$ cat config.mk
export PLATFORM = sky130hd
export DESIGN_NAME = link_fault_supervisor
export DESIGN_NICKNAME = d
export VERILOG_FILES = /design/src/rtl/lfs_pkg.sv /design/src/rtl/lfs_classify.sv /design/src/rtl/lfs_vector.sv /design/src/rtl/lfs_recovery.sv /design/src/rtl/link_fault_supervisor.sv
export SDC_FILE = /design/constraint.sdc
export NUM_CORES = 1
export LEC_CHECK = 0
export BUFFER_PORTS_ARGS = -buffer_cell sky130_fd_sc_hd__buf_2
export CAP_MARGIN = 20
export CORE_AREA = 2 2 39 41
export DETAILED_ROUTE_END_ITERATION = 8
export DIE_AREA = 0 0 41 43
export GPL_TIMING_DRIVEN = 1
export PLACE_DENSITY = 0.65
export SYNTH_ARGS = -nofsm -noshare
export SYNTH_HDL_FRONTEND = slang
export SYNTH_SLANG_ARGS = --single-unit
$ cat constraint.sdc
create_clock -name clk -period 1.2 [get_ports clk]
set_input_delay 0.3 -clock clk [delete_from_list [all_inputs] [get_ports clk]]
set_output_delay 0.3 -clock clk [all_outputs]
set_load 0.005 [all_outputs]
$ cat src/rtl/lfs_pkg.sv
package lfs_pkg;
   typedef enum logic [1:0] {
      ST_NORMAL     = 2'd0,
      ST_WAIT_IDLE  = 2'd1,
      ST_WAIT_SOF   = 2'd2,
      ST_INHIBIT_TX = 2'd3
   } rec_state_e;

   localparam int NUM_CLASS = 3;
   localparam int CLS_CRC   = 0;
   localparam int CLS_ARB   = 1;
   localparam int CLS_INV   = 2;
endpackage

$ cat src/rtl/lfs_classify.sv
module lfs_classify
   import lfs_pkg::*;
#(
   parameter bit BREAK_ANY_TIME = 1'b0
) (
   input  logic                 ev_break,
   input  logic                 ev_bad_bit,
   input  logic                 ev_frame_err,
   input  logic                 ev_crc_err,
   input  logic                 ev_tx_mismatch,
   input  logic                 ev_phy_fault,
   input  logic                 is_tx,
   input  logic                 is_rx,
   output logic [NUM_CLASS-1:0] cls_hit,
   output logic                 abort_req
);
   logic brk_valid;

   generate
      if (BREAK_ANY_TIME) begin : g_brk_any
         logic unused_act;
         assign unused_act = is_rx;
         assign brk_valid  = ev_break;
      end else begin : g_brk_active
         assign brk_valid = ev_break & (is_tx | is_rx);
      end
   endgenerate

   always_comb begin
      cls_hit          = '0;
      cls_hit[CLS_INV] = brk_valid | ev_bad_bit | ev_frame_err | ev_phy_fault;
      cls_hit[CLS_ARB] = ev_tx_mismatch;
      cls_hit[CLS_CRC] = ev_crc_err;
   end

   assign abort_req = ev_tx_mismatch | (is_tx & cls_hit[CLS_INV]);
endmodule

$ cat src/rtl/lfs_vector.sv
module lfs_vector
   import lfs_pkg::*;
#(
   parameter int CODE_W   = 8,
   parameter int CODE_CRC = 'h14,
   parameter int CODE_ARB = 'h18,
   parameter int CODE_INV = 'h1C
) (
   input  logic                 clk,
   input  logic                 rst,
   input  logic [NUM_CLASS-1:0] cls_hit,
   input  logic                 host_rd,
   output logic [CODE_W-1:0]    vec_code,
   output logic                 irq
);
   localparam logic [CODE_W-1:0] CODES [NUM_CLASS] = '{
      CODE_W'(CODE_CRC), CODE_W'(CODE_ARB), CODE_W'(CODE_INV)};

   logic [NUM_CLASS-1:0] pend;
   logic [NUM_CLASS-1:0] shown;
   logic [CODE_W-1:0]    best;

   always_comb begin
      best  = '0;
      shown = '0;
      for (int i = 0; i < NUM_CLASS; i++) begin
         if (pend[i] && (CODES[i] > best)) begin
            best     = CODES[i];
            shown    = '0;
            shown[i] = 1'b1;
         end
      end
   end

   generate
      for (genvar g = 0; g < NUM_CLASS; g++) begin : g_cell
         logic q;
         always_ff @(posedge clk) begin
            if (rst)                    q <= 1'b0;
            else if (cls_hit[g])        q <= 1'b1;
            else if (host_rd && shown[g]) q <= 1'b0;
         end
         assign pend[g] = q;
      end
   endgenerate

   assign vec_code = best;
   assign irq      = |pend;
endmodule

$ cat src/rtl/lfs_recovery.sv
module lfs_recovery
   import lfs_pkg::*;
(
   input  logic       clk,
   input  logic       rst,
   input  logic       inv_hit,
   input  logic       arb_hit,
   input  logic       crc_hit,
   input  logic       bus_idle,
   input  logic       sof_seen,
   output rec_state_e state,
   output logic       tx_inhibit,
   output logic       rx_enable
);
   rec_state_e nxt;

   always_comb begin
      nxt = state;
      unique case (state)
         ST_WAIT_IDLE:  if (bus_idle) nxt = ST_WAIT_SOF;
         ST_WAIT_SOF:   if (sof_seen) nxt = ST_NORMAL;
         ST_INHIBIT_TX: if (bus_idle) nxt = ST_NORMAL;
         default:       nxt = state;
      endcase
      if (inv_hit)      nxt = ST_WAIT_IDLE;
      else if (arb_hit) nxt = ST_INHIBIT_TX;
      else if (crc_hit) nxt = ST_WAIT_SOF;
   end

   always_ff @(posedge clk) begin
      if (rst) state <= ST_WAIT_IDLE;
      else     state <= nxt;
   end

   assign tx_inhibit = (state == ST_WAIT_IDLE) || (state == ST_INHIBIT_TX);
   assign rx_enable  = (state == ST_NORMAL)    || (state == ST_INHIBIT_TX);
endmodule

$ cat src/rtl/link_fault_supervisor.sv
module link_fault_supervisor
   import lfs_pkg::*;
#(
   parameter int CODE_W         = 8,
   parameter int CODE_CRC       = 'h14,
   parameter int CODE_ARB       = 'h18,
   parameter int CODE_INV       = 'h1C,
   parameter bit BREAK_ANY_TIME = 1'b0
) (
   input  logic              clk,
   input  logic              rst,
   input  logic              ev_break,
   input  logic              ev_bad_bit,
   input  logic              ev_frame_err,
   input  logic              ev_crc_err,
   input  logic              ev_tx_mismatch,
   input  logic              ev_phy_fault,
   input  logic              bus_idle,
   input  logic              sof_seen,
   input  logic              is_tx,
   input  logic              is_rx,
   input  logic              host_rd,
   output logic [CODE_W-1:0] vec_code,
   output logic              irq,
   output logic              tx_abort,
   output logic              tx_inhibit,
   output logic              rx_enable,
   output logic [1:0]        rec_state
);
   localparam int CODE_MAX = (1 << CODE_W) - 1;

   generate
      if (CODE_W < 2 || CODE_W > 16) begin : g_bad_w
         $error("CODE_W out of range");
      end
      if (CODE_CRC <= 0 || CODE_ARB <= 0 || CODE_INV <= 0 ||
          CODE_CRC > CODE_MAX || CODE_ARB > CODE_MAX || CODE_INV > CODE_MAX) begin : g_bad_code
         $error("state-vector codes must be non-zero and fit CODE_W");
      end
      if (CODE_CRC == CODE_ARB || CODE_ARB == CODE_INV || CODE_CRC == CODE_INV) begin : g_dup_code
         $error("state-vector codes must be distinct");
      end
   endgenerate

   logic [NUM_CLASS-1:0] cls_hit;
   logic                 abort_req;
   rec_state_e           st;

   lfs_classify #(.BREAK_ANY_TIME(BREAK_ANY_TIME)) u_cls (
      .ev_break       (ev_break),
      .ev_bad_bit     (ev_bad_bit),
      .ev_frame_err   (ev_frame_err),
      .ev_crc_err     (ev_crc_err),
      .ev_tx_mismatch (ev_tx_mismatch),
      .ev_phy_fault   (ev_phy_fault),
      .is_tx          (is_tx),
      .is_rx          (is_rx),
      .cls_hit        (cls_hit),
      .abort_req      (abort_req)
   );

   lfs_vector #(
      .CODE_W(CODE_W), .CODE_CRC(CODE_CRC), .CODE_ARB(CODE_ARB), .CODE_INV(CODE_INV)
   ) u_vec (
      .clk      (clk),
      .rst      (rst),
      .cls_hit  (cls_hit),
      .host_rd  (host_rd),
      .vec_code (vec_code),
      .irq      (irq)
   );

   lfs_recovery u_rec (
      .clk        (clk),
      .rst        (rst),
      .inv_hit    (cls_hit[CLS_INV]),
      .arb_hit    (cls_hit[CLS_ARB]),
      .crc_hit    (cls_hit[CLS_CRC]),
      .bus_idle   (bus_idle),
      .sof_seen   (sof_seen),
      .state      (st),
      .tx_inhibit (tx_inhibit),
      .rx_enable  (rx_enable)
   );

   always_ff @(posedge clk) begin
      if (rst) tx_abort <= 1'b0;
      else     tx_abort <= abort_req;
   end

   assign rec_state = st;
endmodule

# Yosys cells after proc, flatten, opt, wreduce, memory -nomap -nowiden
# Index checks and enable logic that the tools add are counted.
classes:
  magnitude_cmp: 2
  n_eq_ne: 9
  muxes: 18
  bitwise: 7
  n_reduce_logical: 18
ops:
  columns: ["operator", "n"]
  rows:
  - ["$mux W5", 3]
  - ["$ne A4 B4 Y1 const B", 3]
  - ["$gt A5 B5 Y1 const A", 2]
  - ["$mux W2", 5]
  - ["$ne A3 B3 Y1 const B", 3]
  - ["$reduce_and A4 Y1", 2]
  - ["$mux W1", 7]
  - ["$mux W3", 2]
  - ["$pmux W2 S3", 1]
  - ["$reduce_bool A2 Y1", 3]
  - ["$reduce_or A3 Y1", 2]
  - ["$logic_and A1 B1 Y1", 5]
  - ["$or A1 B1 Y1", 5]
  - ["$reduce_bool A5 Y1", 1]
  - ["$eq A2 B2 Y1 const B", 2]
  - ["$reduce_bool A4 Y1", 1]
  - ["$and A1 B1 Y1", 2]
  - ["$eq A2 B1 Y1 const B", 1]
  - ["$logic_not A2 Y1", 1]
  - ["$logic_or A1 B1 Y1", 2]
  - ["$reduce_or A2 Y1", 1]
word_totals:
  reg_bits: 6
  inputBits: 13
  output_inout_bits: 14
  word_cells: 60

# Longest topological paths before layout
logic_depth:
  ltp_word: 10
  depth_mapped: 5
  ltp_nobuf: 5

# Hierarchy
# Synthesis repeated with hierarchy kept, for this count alone.
hier_totals:
  hier_cells: 56
  hier_area_um2: 466.7
by_module_without_submodules:
  columns: ["module", "instances", "cells_per_inst", "area_per_inst_um2", "seq_area_each_um2"]
  rows:
  - ["lfs_recovery", 1, 23, 201.4, 40.0]
  - ["lfs_vector", 1, 23, 185.2, 60.1]
  - ["lfs_classify", 1, 8, 46.3, 0.0]
  - ["link_fault_supervisor", 1, 2, 33.8, 20.0]

# Least setup slack after synthesis
# Ideal clock, no wire load.
synth_timing:
  path_type: "flip-flop to output port"
  start: "reg u_rec.state[1]"
  end: "out tx_inhibit"
  arrival_time_ns: 0.930
  t_required_ns: 0.900
  slack_ns: -0.030
  stages_incl_launch_ff: 4
  path_buffers: 0
  cell_sequence: "dfxtp_1 -> inv_1 -> ha_1 -> or2_2"
synth_between:
  elab_chain_cells: 2
  word_cells_on_any_way: 3
  cone_classes: "eq/ne: 2; reduce/logical: 1"
synth_rtl:
  columns: ["element", "line", "source"]
  rows:
  - ["from (decl)", "lfs_recovery.sv:11", "output rec_state_e state,"]
  - ["from (signal assigned)", "lfs_recovery.sv:32", "else state <= nxt;"]
  - ["$eq A2 B1 Y1 / $eq A2 B2 Y1 (equally long branches)", "lfs_recovery.sv:35", "assign tx_inhibit = (state == ST_WAIT_IDLE) || (state == ST_INHIBIT_TX);"]
  - ["$logic_or A1 B1 Y1 *", "lfs_recovery.sv:35", null]
  - ["to (decl)", "link_fault_supervisor.sv:26", "output logic tx_inhibit,"]
# Mark *: on every way between the ends. The rest lies on a longest branch, timed or not.

# Worst setup path after layout
# Ends and elaborated chain as after synthesis.

==> results.toml <==
[critical_path]
path_depth = 4
cpPeakStageDelay_ns = 0.38
critical_path_class = "reg2out"
reg2reg_setup_slack_ns = -0.11
critPathTopFamily = "flip-flops"
worstReg2RegStart = "u_rec.state[1]"
arrival_ns = 1.15
endpoint_kind = "output pin"
setup.worst_path.end = "tx_inhibit"
crit_chain = "inv_4 -> ha_4 -> or2_4 -> buf_6"
critPathLaunchType = "flop"
reg2reg_depth = 6
crit_start = "u_rec.state[1]"
cp.buffers_inverters = 2
worst-endpoint-required_ns = 0.90
reg2reg_to = "u_rec.state[1]"
crit_slowest_cell = "dfxtp_4"
worstPathMaxFanout = 4

[finish]
most_frequent_cells_in_the_layout = "buf_2 (20), buf_4 (8), inv_1 (5), conb_1 (5)"
drive_gt1_share_pct = 57.1
n_fill_cell = 145
multi_input_comb_area_um2 = 290
layout.cells.most_common = "buf_2"
areaGrowthSynthToFinish_pct = 69.0
final-instance-count-excl-fill = 100
antennaDiodeCount = 0
postLayoutCellArea_um2 = 683
regArea_um2 = 131
fin_nets = 102

[placement]
placed_cell_area_um2 = 534
globalplace.congestion = 0.748
place_hpwl_um = 713
buffer_ports.inserted = 21
post-place-cells = 90

[detailed_routing]
drt_iter0_markers = 9
via_count = 463
ant_nets = 0
drt-wirelength-per-cell_um = 10.9
drt-vias-per-instance = 4.63
drt_drc_violations_left = 0
totalWireLength_um = 1090
pre_antenna_drt_iters = 4

[cts]
tritoncts.num_buffers = 3
clockBufferDepth = 2
tritoncts = "built"
ctsHtreeMaxLevel = 1
numClockSinks = 6
clock_latency_at_the_later_pin_of_the_worst_skew_pair_ns = 0.25
clock_tree.root_cell = "clkbuf_4"
clkTransAtPathRegs_ns = 0.05

[power]
p_leak_nw = 0.336
power_density_nw_per_um2 = 775
vdd_ir_drop_max_uv = 394
p_total_w = 0.000530

[floorplan]
die_area_um2 = 1760
die_height_um = 43
initial_utilization_pct = 29.2
fp-row-count = 14
dieWidth_um = 41
placeable_core_region_um2 = 1380
ios = 27

[global_routing]
track_usage_pct = 15.5
antenna_found_initial = 0
first_global_vias = 465
grt_overflow_total = 0
grt_start_max_net_pins = 7
grt_pass1_wl_um = 1810

[timing]
grt_setup_unrepaired = "true"
final-setup-viol-count = 8
final_hold_viol_count = 0
postLayoutSetupSlackWorst_ns = -0.251
fin_tns_setup_ns = -0.927
min_period_over_period_pct = 121
period_minus_slack_ns = 1.45
final-max-slew-violation-count = 0
fmax_mhz = 689
clock-skew-final_ns = 0.0000511

[synthesis]
synth-seq-cells = 6
synthDominantAreaCellType = "dfxtp_1"
synth.yosys.warnings = 0
synth_area_per_cell_um2 = 7.92
synth.top_cells.by_area = "dfxtp_1 (30%), buf_4 (9.3%), ha_1 (9.3%)"
mappedNetlistArea_um2 = 404
synth_cell_types = 25
postSynthCellCount = 51
synth.top_cell.area_share_pct = 29.7
yosysSeqAreaShare_pct = 29.7

[status]
failed_checks = "negative setup slack"
status = "finished with violations"

[min_path]
hold_path_depth = 2
hold_path.class = "in2reg"

[run]
cap_violations = 0
cell type report:
class                   count  share of cell area, %
flip-flops and latches      6                   19.2
clock buffers               3                   3.30
inverters                   6                   3.66
well taps                  16                   2.93
repair buffers             31                   28.4
multi-input cells          38                   42.5
sequential cells by signal, summed over array words and instances (netlist names):
signal,flops
tx_abort,1
u_rec.state,2
u_vec.g_cell.q,3
worst reg2reg max path, cell delays in order (launching register included):
cell and delay (ns):
dfxtp_4 0.36, inv_4 0.06, ha_4 0.12, buf_4 0.10
nand2_2 0.05, a211o_1 0.32, a311oi_2 0.20
per-layer routing:
layer | track usage [%] | share of wire (%)
met2 | 27.2 | 54
met4 | 8.00 | 1.3
met3 | 4.71 | 7.9
met5 | 0 | 0
met1 | 14.8 | 37
cell usage after synthesis (all sizes together):
library cell  n
nor2          3
o41ai         1
o21ai         4
or3           2
nand3         1
o21ba         1
a31oi         1
a21oi         3
buf           5
a211o         1
nor2b         1
nor3          1
o21bai        1
conb          1
inv           6
dfxtp         6
o2111ai       1
nand3b        1
a21o          1
ha            3
a311oi        1
or2           2
nand2         4
logic make-up (layout without fill, tap and decap cells):
group                    Yosys count  in the layout  share of synthesized area, %
AO/OA/AOI/OAI                     15             15                          26.6
AND/OR/NAND/NOR                   15             15                          18.6
buffers and inverters             11             40                          14.9
other                              1              5                         0.928
flip-flops                         6              6                          29.7
adder cells (fa/ha/maj)            3              3                          9.29
power by group:
part | switching (W) | internal [W] | leakage [nW]
Combinational | 0.0000551 | 0.0000722 | 0.271
Sequential | 0.00000863 | 0.000208 | 0.0509
Clock | 0.0000723 | 0.000113 | 0.0138
Total | 0.000136 | 0.000394 | 0.336
worst min-delay path by stage:
stage,start,to
floorplan,rst,u_rec.state[1]
global placement,u_vec.g_cell[0].q,u_vec.g_cell[0].q
detailed placement,u_vec.g_cell[1].q,u_vec.g_cell[1].q
CTS,rst,u_rec.state[1]
global route,rst,u_vec.g_cell[1].q
finish,rst,u_rec.state[1]
stage by stage:
stage                     util (%)  setup slack [ns]  hold WS, ns
after floorplan                  -           0.00806        0.360
after global placement        38.6           -0.0586        0.509
after detailed placement      38.6           -0.0695        0.508
after CTS                     48.8            -0.247        0.283
after global routing          49.4            -0.280        0.307
final                         49.4            -0.251        0.287
what timing repair did:
action                     4_1_cts  5_1_grt
hold buffers                     0        0
setup buffers                    6        1
resized for setup               17        0
setup endpoints to repair        8        8
pin swaps                        8        3
No activity file was read; power rests on OpenSTA's default activity.
